==> src/rtl/sup_entry_pkg.sv <==
// Package: shared encodings for the supervisor entry controller.
// Assumes a five-bit status register; bit positions are fixed by the brief.
package sup_entry_pkg;

    localparam int STAT_W  = 5;
    localparam int BIT_SUP = 4;
    localparam int BIT_SOFT = 3;
    localparam int BIT_IE  = 2;
    localparam int BIT_FRZ = 1;
    localparam int BIT_ILL = 0;

    localparam logic [STAT_W-1:0] STAT_RESET = 5'b10000;

    typedef enum logic [1:0] {
        CAUSE_NONE = 2'd0,
        CAUSE_ILL  = 2'd1,
        CAUSE_SYS  = 2'd2,
        CAUSE_IRQ  = 2'd3
    } cause_e;

    typedef enum logic [1:0] {
        ST_BOOT  = 2'd0,
        ST_IDLE  = 2'd1,
        ST_STORE = 2'd2,
        ST_VECT  = 2'd3
    } seq_state_e;

endpackage

==> src/rtl/sup_event_arb.sv <==
// Module: sup_event_arb
// Picks at most one exception cause per cycle: illegal, then syscall, then
// hardware interrupt. Assumes strobes are only meaningful while idle.
module sup_event_arb
    import sup_entry_pkg::*;
(
    input  logic   idle_i,
    input  logic   illegal_i,
    input  logic   priv_op_i,
    input  logic   syscall_i,
    input  logic   irq_i,
    input  logic   boundary_i,
    input  logic   sup_i,
    input  logic   ie_i,
    input  logic   frz_i,
    output logic   take_o,
    output cause_e cause_o
);

    logic ill_ev;
    logic irq_ev;

    // Qualify raw requests into candidate events.
    always_comb begin
        ill_ev = illegal_i | (priv_op_i & ~sup_i);
        irq_ev = irq_i & ie_i & (boundary_i | frz_i);
    end

    // Fixed-priority selection.
    always_comb begin
        cause_o = CAUSE_NONE;
        if (idle_i) begin
            if (ill_ev)         cause_o = CAUSE_ILL;
            else if (syscall_i) cause_o = CAUSE_SYS;
            else if (irq_ev)    cause_o = CAUSE_IRQ;
        end
        take_o = (cause_o != CAUSE_NONE);
    end

endmodule

==> src/rtl/sup_status_reg.sv <==
// Module: sup_status_reg
// Holds the five status bits. Updates only while idle, with precedence
// entry > return-to-user > software write > wake from freeze.
module sup_status_reg
    import sup_entry_pkg::*;
(
    input  logic              clk,
    input  logic              rst_n,
    input  logic              idle_i,
    input  logic              take_i,
    input  cause_e            cause_i,
    input  logic              user_jump_i,
    input  logic              sr_wr_i,
    input  logic [STAT_W-1:0] sr_wdata_i,
    input  logic              irq_i,
    output logic [STAT_W-1:0] status_o
);

    logic [STAT_W-1:0] stat_q;
    logic [STAT_W-1:0] stat_d;

    // Next-state selection for the status bits.
    always_comb begin
        stat_d = stat_q;
        if (idle_i) begin
            if (take_i) begin
                stat_d[BIT_SUP]  = 1'b1;
                stat_d[BIT_IE]   = 1'b0;
                stat_d[BIT_FRZ]  = 1'b0;
                stat_d[BIT_SOFT] = (cause_i == CAUSE_SYS);
                stat_d[BIT_ILL]  = (cause_i == CAUSE_ILL);
            end else if (user_jump_i) begin
                stat_d[BIT_SUP] = 1'b0;
            end else if (sr_wr_i) begin
                stat_d = sr_wdata_i;
            end else if (irq_i && stat_q[BIT_FRZ]) begin
                stat_d[BIT_FRZ] = 1'b0;
            end
        end
    end

    // Status register with synchronous reset.
    always_ff @(posedge clk) begin
        if (!rst_n) stat_q <= STAT_RESET;
        else        stat_q <= stat_d;
    end

    assign status_o = stat_q;

endmodule

==> src/rtl/sup_entry_seq.sv <==
// Module: sup_entry_seq
// Sequencer: boot vector after reset, then per entry a store cycle and a
// vector-load cycle. Captures the PC in the accepting cycle.
module sup_entry_seq
    import sup_entry_pkg::*;
#(
    parameter int ADDR_W = 16
) (
    input  logic              clk,
    input  logic              rst_n,
    input  logic              take_i,
    input  logic [ADDR_W-1:0] pc_i,
    input  logic [ADDR_W-1:0] vector_i,
    input  logic [ADDR_W-1:0] save_ptr_i,
    output logic              idle_o,
    output logic              busy_o,
    output logic              st_wr_o,
    output logic [ADDR_W-1:0] st_addr_o,
    output logic [ADDR_W-1:0] st_data_o,
    output logic              pc_load_o,
    output logic [ADDR_W-1:0] pc_new_o
);

    localparam logic [ADDR_W-1:0] BOOT_PC = '0;

    seq_state_e        state_q;
    seq_state_e        state_d;
    logic [ADDR_W-1:0] ret_pc_q;

    // State transitions.
    always_comb begin
        state_d = state_q;
        unique case (state_q)
            ST_BOOT:  state_d = ST_IDLE;
            ST_IDLE:  if (take_i) state_d = ST_STORE;
            ST_STORE: state_d = ST_VECT;
            ST_VECT:  state_d = ST_IDLE;
            default:  state_d = ST_IDLE;
        endcase
    end

    // State register.
    always_ff @(posedge clk) begin
        if (!rst_n) state_q <= ST_BOOT;
        else        state_q <= state_d;
    end

    // Return PC capture at acceptance.
    always_ff @(posedge clk) begin
        if (!rst_n)                         ret_pc_q <= '0;
        else if (state_q == ST_IDLE && take_i) ret_pc_q <= pc_i;
    end

    // Output decode from state.
    always_comb begin
        idle_o    = (state_q == ST_IDLE);
        busy_o    = ~idle_o;
        st_wr_o   = (state_q == ST_STORE);
        st_addr_o = st_wr_o ? save_ptr_i : '0;
        st_data_o = st_wr_o ? ret_pc_q : '0;
        pc_load_o = (state_q == ST_BOOT) || (state_q == ST_VECT);
        pc_new_o  = (state_q == ST_VECT) ? vector_i : BOOT_PC;
    end

endmodule

==> src/rtl/sup_entry_ctrl.sv <==
// Module: sup_entry_ctrl (top)
// Supervisor status register plus exception entry sequencing. The
// supervisor bit is exported as the MMU bypass control.
module sup_entry_ctrl
    import sup_entry_pkg::*;
#(
    parameter int ADDR_W = 16
) (
    input  logic              clk,
    input  logic              rst_n,
    input  logic              irq_i,
    input  logic              syscall_i,
    input  logic              illegal_i,
    input  logic              priv_op_i,
    input  logic              boundary_i,
    input  logic [ADDR_W-1:0] pc_i,
    input  logic [ADDR_W-1:0] vector_i,
    input  logic [ADDR_W-1:0] save_ptr_i,
    input  logic              user_jump_i,
    input  logic              sr_wr_i,
    input  logic [4:0]        sr_wdata_i,
    output logic              st_wr_o,
    output logic [ADDR_W-1:0] st_addr_o,
    output logic [ADDR_W-1:0] st_data_o,
    output logic              pc_load_o,
    output logic [ADDR_W-1:0] pc_new_o,
    output logic              busy_o,
    output logic              sup_mode_o,
    output logic              halted_o,
    output logic [4:0]        status_o
);

    logic   idle;
    logic   take;
    cause_e cause;
    logic [STAT_W-1:0] stat;

    sup_event_arb u_arb (
        .idle_i     (idle),
        .illegal_i  (illegal_i),
        .priv_op_i  (priv_op_i),
        .syscall_i  (syscall_i),
        .irq_i      (irq_i),
        .boundary_i (boundary_i),
        .sup_i      (stat[BIT_SUP]),
        .ie_i       (stat[BIT_IE]),
        .frz_i      (stat[BIT_FRZ]),
        .take_o     (take),
        .cause_o    (cause)
    );

    sup_status_reg u_stat (
        .clk         (clk),
        .rst_n       (rst_n),
        .idle_i      (idle),
        .take_i      (take),
        .cause_i     (cause),
        .user_jump_i (user_jump_i),
        .sr_wr_i     (sr_wr_i),
        .sr_wdata_i  (sr_wdata_i),
        .irq_i       (irq_i),
        .status_o    (stat)
    );

    sup_entry_seq #(.ADDR_W(ADDR_W)) u_seq (
        .clk        (clk),
        .rst_n      (rst_n),
        .take_i     (take),
        .pc_i       (pc_i),
        .vector_i   (vector_i),
        .save_ptr_i (save_ptr_i),
        .idle_o     (idle),
        .busy_o     (busy_o),
        .st_wr_o    (st_wr_o),
        .st_addr_o  (st_addr_o),
        .st_data_o  (st_data_o),
        .pc_load_o  (pc_load_o),
        .pc_new_o   (pc_new_o)
    );

    assign status_o   = stat;
    assign sup_mode_o = stat[BIT_SUP];
    assign halted_o   = stat[BIT_FRZ];

endmodule

==> config.mk <==
export PLATFORM = sky130hd
export DESIGN_NAME = sup_entry_ctrl
export DESIGN_NICKNAME = d
export VERILOG_FILES = /design/src/rtl/sup_entry_pkg.sv /design/src/rtl/sup_event_arb.sv /design/src/rtl/sup_status_reg.sv /design/src/rtl/sup_entry_seq.sv /design/src/rtl/sup_entry_ctrl.sv
export SDC_FILE = /design/constraint.sdc
export NUM_CORES = 1
export LEC_CHECK = 0
export BUFFER_PORTS_ARGS = -buffer_cell sky130_fd_sc_hd__buf_2
export CAP_MARGIN = 15
export CORE_ASPECT_RATIO = 0.75
export CORE_UTILIZATION = 39
export CTS_CLUSTER_SIZE = 12
export DETAILED_ROUTE_END_ITERATION = 12
export PLACE_DENSITY = 0.89
export RECOVER_POWER = 100
export SLEW_MARGIN = 0
export SYNTH_ARGS = -nofsm -noshare
export SYNTH_HDL_FRONTEND = slang
export SYNTH_HIERARCHICAL = 1
export SYNTH_SLANG_ARGS = --single-unit
export TNS_END_PERCENT = 20
==> constraint.sdc <==
create_clock -name clk -period 2.3 [get_ports clk]
set_clock_uncertainty 0.1 [all_clocks]
set_input_delay 0.46 -clock clk [delete_from_list [all_inputs] [get_ports clk]]
set_output_delay 0.46 -clock clk [all_outputs]
set_load 0.01 [all_outputs]
### Word level (Yosys, flattened, before mapping)

Cells that the tools add are included.

| storage, ports and cells | value |
|---|---|
| input bits | 62 |
| output and inout bits | 58 |
| word-level logic and storage cells | 47 |
| flip-flop bits (word level) | 23 |

| operators by class | value |
|---|---|
| bitwise gates (word level) | 7 |
| reductions and logical operators | 12 |
| muxes and demuxes | 16 |
| equality and inequality tests | 7 |

Operator list:

| operator | number |
|---|---|
| two-way mux 16 bit | 3 |
| two-way mux 2 bit | 5 |
| == test 2 bit, second input constant | 3 |
| one-hot mux 2 bit (3 select lines) | 1 |
| AND reduction 3 bit | 2 |
| nonzero test 3 bit | 2 |
| two-way mux 5 bit | 1 |
| == test 2 x 1 -> 1 bit, second input constant | 2 |
| two-way mux 1 bit | 4 |
| two-way mux 4 bit | 1 |
| != test 2 x 1 -> 1 bit, second input constant | 2 |
| nonzero test 2 bit | 2 |
| bitwise AND 1 bit | 3 |
| two-way mux 3 bit | 1 |
| logical AND 1 bit | 2 |
| zero test 2 bit | 1 |
| inverter 1 bit | 2 |
| OR 1 bit | 2 |
| AND reduction 2 bit | 1 |
| OR reduction 2 bit | 1 |
| logical OR 1 bit | 1 |

### Longest topological paths before layout

Gate-level depths: netlist of the first run.

| logic depth | value |
|---|---|
| word-level depth | 9 |
| depth in mapped cells | 8 |
| mapped depth without buffers | 7 |

### Hierarchy

The synthesis of the first run kept the hierarchy.

By module, submodules not included:

| module | times used | cells each | area each (µm²) |
|---|---|---|---|
| sup_entry_seq | 1 | 142 | 1,123.6 |
| sup_status_reg | 1 | 33 | 280.3 |
| sup_event_arb | 1 | 10 | 63.8 |
| sup_entry_ctrl | 1 | 2 | 15.0 |

### Worst setup path after synthesis of the first run

No wires, ideal clock.

| timing | value |
|---|---|
| kind | reg-to-reg |
| start point | register u_seq.state_q[1] |
| end point | register u_stat.stat_q[0] (netlist: u_stat/status_o[0]) |
| data required time | 2.084 ns |
| arrival | 1.408 ns |
| cell stages (with the launch flop) | 9 |
| clock period less this slack | 1.625 ns |
| setup slack | 0.675 ns |
| buffers on the path | 1 |
| cell sequence | dfxtp_1 inv_1 ha_1 inv_1 a31oi_1 buf_2 nand2b_1 o2111ai_1 o211a_1 |

| on the way | value |
|---|---|
| word-level cells in the longest chain between the ends | 5 |

RTL lines:

| item | RTL line | RTL |
|---|---|---|
| from (decl) | sup_entry_seq.sv:26 | `seq_state_e state_q;` |
| from (signal assigned) | sup_entry_seq.sv:45 | `else state_q <= state_d;` |
| == test 2 x 1 -> 1 bit (*) | sup_entry_seq.sv:56 | `idle_o = (state_q == ST_IDLE);` |
| net idle | sup_entry_ctrl.sv:33 | `logic idle;` |
| two-way mux 2 bit (*) | sup_event_arb.sv:32 | `if (idle_i) begin` |
| nonzero test 2 bit (*) | sup_event_arb.sv:37 | `take_o = (cause_o != CAUSE_NONE);` |
| net take | sup_entry_ctrl.sv:34 | `logic take;` |
| != test 2 x 1 -> 1 bit (no source line) / nonzero test 2 bit (equally long branches) | - |  |
| AND reduction 3 bit (no source line) | - |  |
| to (signal assigned) | sup_status_reg.sv:45 | `else stat_q <= stat_d;` |
| to (decl) | sup_status_reg.sv:19 | `logic [STAT_W-1:0] stat_q;` |

The timed path passes the listed nets; every way through them passes the cells marked *.
A chain may end at the register's enable or synchronous reset.

### Worst setup path in the final report of the first run

| timing | value |
|---|---|
| start point | register u_seq.state_q[0] |
| end point | output port st_data_o[0] |

| on the way | value |
|---|---|
| word-level cells in the longest chain between the ends | 2 |

RTL lines:

| item | RTL line | RTL |
|---|---|---|
| == test 2 bit | sup_entry_seq.sv:58 | `st_wr_o = (state_q == ST_STORE);` |
| two-way mux 16 bit | sup_entry_seq.sv:60 | `st_data_o = st_wr_o ? ret_pc_q : '0;` |
| to (decl) | sup_entry_ctrl.sv:24 | `output logic [ADDR_W-1:0] st_data_o,` |

No other way between the ends.

==> impl_metrics.yaml, run 1 <==
timing:
  setup_viol: 0
  worst_slack_ns: 0.184
  rsz0062_at_grt: "no"
  hold_viol_final: 0
  tightestPinTransition_ns: 0.638
  slew_headroom_pct: 57.5
  fmax_mhz: 473
  finalCriticalPeriod_ns: 2.12
  final_max_slew_viol_count: 0
  tns_ns: 0
  post-route-period-util_pct: 92.0
die:
  die_y_um: 55.4
  fp-row-count: 18
  boundaryPins: 120
  die_area_um2: 4050
  die_w_um: 73.2
  start_util_pct: 43.0
  core_um2: 3450
global_routing:
  grt_usage_pct: 18.2
  grt_overflow: 0
  antenna_found_initial: 0
  grt_pass1_vias: 1429
  grt_max_degree: 40
  grt_pass1_wl_mm: 5.91
layout:
  n_fill_cell: 358
  finalInstanceArea_um2: 2030
  final_common_cell: "buf_2"
  nNetsFinal: 363
  area_delta_synth_final_pct: 36.7
  layout-drive-gt1-share_pct: 28.8
  final_cell_mix: "buf_2, clkbuf_1, and2_1"
  diodes: 0
synth:
  yosysTopAreaCellShare_pct: 31.1
  syn_avg_cell_area_um2: 7.93
  syn_inst: 187
  synth_edf_count: 0
  ys_types: 31
  synth_area_leaders: "dfxtp_1, and2_1, nand4_1"
  synth_area_leader_cell: "dfxtp_1"
  syn-cell-area_um2: 1480
  yosys_warnings: 6
  async_reset_ff_share_pct: 0
  ys_seq_elements: 23
  ys.flop_type: "dfxtp_1"
  synth_fp_nets: 254
  ys_seq_area_share_pct: 31.1
clock_network:
  clock_path_buffers: 2
  clock_latency_ns: 0.26
  clk_pin_slew_ns: 0.08
  htree_levels: 1
  cts_buffers: 3
  cts_root_buffer: "clkbuf_8"
  cts_tree: "yes"
  ctsHoldBuffers: 0
  cts.sinks: 23
setup_path:
  required_ns: 1.74
  setup.worst_path.end: "st_data_o[0]"
  worstReg2RegStart: "u_seq/state_q[1]"
  startpoint_type: "flip-flop"
  critPathMaxFanout: 32
  worstSetupEndpointType: "output port"
  crit_path_cell_trace: "inv_1 -> ha_2 -> and2_1 -> clkbuf_1"
  worstReg2RegEnd: "u_seq/ret_pc_q[8]"
  cpMaxStageDelayCell: "ha_2"
  critical_path.startpoint: "u_seq/state_q[0]"
  crit_path_max_incr_delay_ns: 0.47
  cp.arrival_ns: 1.56
  ff2ff_path_depth: 7
  reg2reg_slack_ns: 0.27
  critical_path_class: "flip-flop to output port"
routing:
  vias: 1618
  viasPerCell: 4.69
  drt_iter0_drc: 32
  drt-total-wl_mm: 4.02
  drc: 0
  wl_per_cell_um: 11.7
  drtAntennaViolNets: 0
  drtPass1Iterations: 4
status:
  status: "finished, final reports clean"
place:
  postPlaceCellArea_um2: 2040
  io_buffers: 119
  routabilityCongestion: 0.746
  dp_hpwl_mm: 3.04
  preCtsSetupSlack_ns: 0.210
power_and_ir_drop:
  power_per_cell_area_nw_per_um2: 554
  fin_total_pwr_mw: 1.12
  ir_worst_vdd_uv: 398
  power_leakage_nw: 0.928
worst_hold_path:
  worst_hold_path_type: "primary input to flip-flop"
job:
  cap_violations: 0
where the power goes:
part	leakage, nW	switching, mW	internal (mW)
sequential	0.187	0.0260	0.433
combinational	0.718	0.252	0.168
clock	0.0228	0.120	0.123
state kept, by name, summed over array words and instances, names as in the netlist:
register         cells
u_seq/ret_pc_q      16
u_seq/state_q        2
u_stat/status_o      5
synthesized netlist by cell type, types with 3 or more instances:
cell and instances:
ha_1 5, nand2_1 21, buf_6 4, nand2b_1 7
dfxtp_1 23, buf_4 5, buf_2 3, o21ai_0 5
nand4_1 17, and2_1 48, o21ai_1 13, clkbuf_1 3
inv_1 8, a21oi_1 3
critical path, delay by kind of cell, from the launching register on:
kind | cells | cell delay, ns
fa+ha+maj | 1 | 0.47
flops | 1 | 0.36
buf+inv | 2 | 0.27
simple gates | 1 | 0.20
how the worst min path moves through the flow:
stage	from	to	slack (ns)	cells past startpoint
6_report	pc_i[15]	u_seq/ret_pc_q[15]	0.33	3
5_1_grt	pc_i[2]	u_seq/ret_pc_q[2]	0.32	3
4_1_cts	pc_i[3]	u_seq/ret_pc_q[3]	0.32	3
3_5_place_dp	u_seq/ret_pc_q[6]	u_seq/ret_pc_q[6]	0.34	2
2_1_floorplan	u_seq/ret_pc_q[0]	u_seq/ret_pc_q[0]	0.32	2
3_3_place_gp	u_seq/ret_pc_q[2]	u_seq/ret_pc_q[2]	0.33	2
area by class of cell:
cell class                 count  area (µm²)  area share, %
inverter                       8        30.0           1.48
multi-input combinational    139         877           43.3
sequential                    23         460           22.7
timing repair buffer         121         552           27.2
clock buffer                   4        45.0           2.22
tap                           50        62.6           3.09
per-stage QoR:
step                utilization [%]  cells  hold WS, ns
floorplan                         -    187        0.324
global placement               59.3    341        0.332
detailed placement             59.3    341        0.338
CTS                            60.7    345        0.325
global route                   58.8    345        0.323
finish                         58.8    345        0.331
metal layers:
metal  GRT usage [%]  vias up  routed length [µm]
met5               0        -                   0
met4            3.92        0                  19
met3            3.47        2                 289
met2            36.4       61                2020
met1            19.1      716                1690
li1                -      839                   -
logic make-up after synthesis:
kind of cell / Yosys count / share of synthesized area, %
and+or+nand+nor: 101 / 40.3
AOI/OAI and AO/OA: 33 / 14.4
buffers and inverters: 25 / 10.0
DFF: 23 / 31.1
adders and majority gates: 5 / 4.22
timing repair:
item | 4_1_cts | 5_1_grt
setup buffers | 0 | 0
setup endpoints to repair | 32 | 0
gates resized for setup | 1 | 0
Power figures use the tool's default switching activity.
==> run 2: changes to the inputs <==
--- a/config.mk
+++ b/config.mk
@@ -7,8 +7,10 @@
 export LEC_CHECK = 0
 export BUFFER_PORTS_ARGS = -buffer_cell sky130_fd_sc_hd__buf_2
 export CAP_MARGIN = 15
+export CELL_PAD_IN_SITES_DETAIL_PLACEMENT = 1
+export CELL_PAD_IN_SITES_GLOBAL_PLACEMENT = 2
 export CORE_ASPECT_RATIO = 0.75
-export CORE_UTILIZATION = 39
+export CORE_UTILIZATION = 19
 export CTS_CLUSTER_SIZE = 12
 export DETAILED_ROUTE_END_ITERATION = 12
 export PLACE_DENSITY = 0.89
==> impl_metrics.yaml, run 2 (synthesis gave the netlist of run 1 again) <==
status:
  status: "finished, final reports clean"
power_and_ir_drop:
  ir_worst_vdd_uv: 199
  power_leakage_nw: 0.940
  fin_total_pwr_mw: 1.15
  power_per_cell_area_nw_per_um2: 549
routing:
  viasPerCell: 4.17
  vias: 1651
  drt-total-wl_mm: 4.73
  drt_iter0_drc: 64
  drtPass1Iterations: 4
  wl_per_cell_um: 11.9
  drtAntennaViolNets: 0
  drc: 0
timing:
  rsz0062_at_grt: "no"
  holdWs_ns: 0.331
  tightestPinTransition_ns: 0.679
  worst_slack_ns: 0.161
  final_max_slew_viol_count: 0
  fmax_mhz: 468
  setup_viol: 0
  slew_headroom_pct: 54.8
  tns_ns: 0
  hold_viol_final: 0
  post-route-period-util_pct: 93.0
  finalCriticalPeriod_ns: 2.14
global_routing:
  grt_pass1_vias: 1619
  grt_pass1_wl_mm: 7.51
  antenna_found_initial: 0
  grt_usage_pct: 11.1
  grt_overflow: 0
  grt_max_degree: 40
setup_path:
  path_buf_inv: 2
  crit_path_cell_trace: "inv_1 -> ha_2 -> and2_1 -> clkbuf_1"
  critical_path_class: "flip-flop to output port"
  crit_family: "adder cells"
  required_ns: 1.74
  critPathMaxFanout: 32
  crit_path_max_incr_delay_ns: 0.50
  cp.arrival_ns: 1.58
  startpoint_type: "flip-flop"
  cpMaxStageDelayCell: "ha_2"
  worstSetupEndpointType: "output port"
place:
  preCtsSetupSlack_ns: 0.125
  dp_cells: 392
  io_buffers: 119
  postPlaceCellArea_um2: 2110
  routabilityCongestion: 0.718
  dp_hpwl_mm: 3.61
die:
  core_um2: 7430
  start_util_pct: 19.9
  boundaryPins: 120
  die_w_um: 104
  die_y_um: 78.5
  fp-row-count: 27
  die_area_um2: 8160
clock_network:
  clock_latency_ns: 0.26
  htree_levels: 1
  clock_path_buffers: 2
  cts.sinks: 23
  clk_pin_slew_ns: 0.09
  ctsHoldBuffers: 0
  cts_root_buffer: "clkbuf_8"
  cts_tree: "yes"
  cts_buffers: 3
layout:
  largest_reg_flops: 16
  final_cell_mix: "buf_2, clkbuf_1, and2_1"
  finalInstanceArea_um2: 2100
  fin_util_pct: 28.2
  regMostFlops: "u_seq/ret_pc_q"
  nNetsFinal: 363
  final_common_cell: "buf_2"
  layout.cells.non_filler: 396
  layout-drive-gt1-share_pct: 30.2
  area_delta_synth_final_pct: 41.4
  diodes: 0
job:
  cap_violations: 0
worst_hold_path:
  worst_hold_path_type: "primary input to flip-flop"
-- run 2: changes by cell type in the layout (fill, tap and decap cells not counted), sizes merged --
cell,previous run,this run
buf,74,78
clkbuf,51,47
-- run 2: power by group --
group	total, mW	internal [mW]	switching [mW]	leakage (nW)
registers	0.457	0.433	0.0244	0.187
clock network	0.256	0.124	0.132	0.0228
logic	0.437	0.171	0.266	0.730
-- run 2: repair_timing --
item                       CTS  global route
setup buffers                0             0
resized for setup            1             0
setup endpoints to repair   32             0
-- run 2: tightest hold or removal path, delay by kind of cell --
kind,cells,cell delay (ns)
AO/OA/AOI/OAI,1,0.07
buffers and inverters,1,0.08
AND/OR/NAND/NOR,1,0.06
-- run 2: final cells by class --
cell class / instances / area [µm²]
fillers: 974 / 5340
multi-input cells: 139 / 877
repair buffers: 121 / 557
flip-flops and latches: 23 / 460
well taps: 101 / 126
clock buffers: 4 / 45.0
inverters: 8 / 30.0
-- run 2: routing by layer --
layer / vias up / share of wire [%] / GRT usage (%)
met3: 4 / 8.3 / 3.16
li1: 838 / - / -
met2: 73 / 45 / 19.7
met5: - / 0 / 0
met1: 736 / 46 / 13.3
met4: 0 / 0.66 / 2.57
-- run 2: worst paths after layout --
check	cells past startpoint	startpoint	end	slack (ns)
setup / recovery	4	u_seq/state_q[0]	st_data_o[14]	0.16
hold / removal	3	pc_i[13]	u_seq/ret_pc_q[13]	0.33
setup reg to reg	7	u_seq/state_q[1]	u_seq/ret_pc_q[0]	0.25
hold reg to reg	2	u_seq/ret_pc_q[5]	u_seq/ret_pc_q[5]	0.36
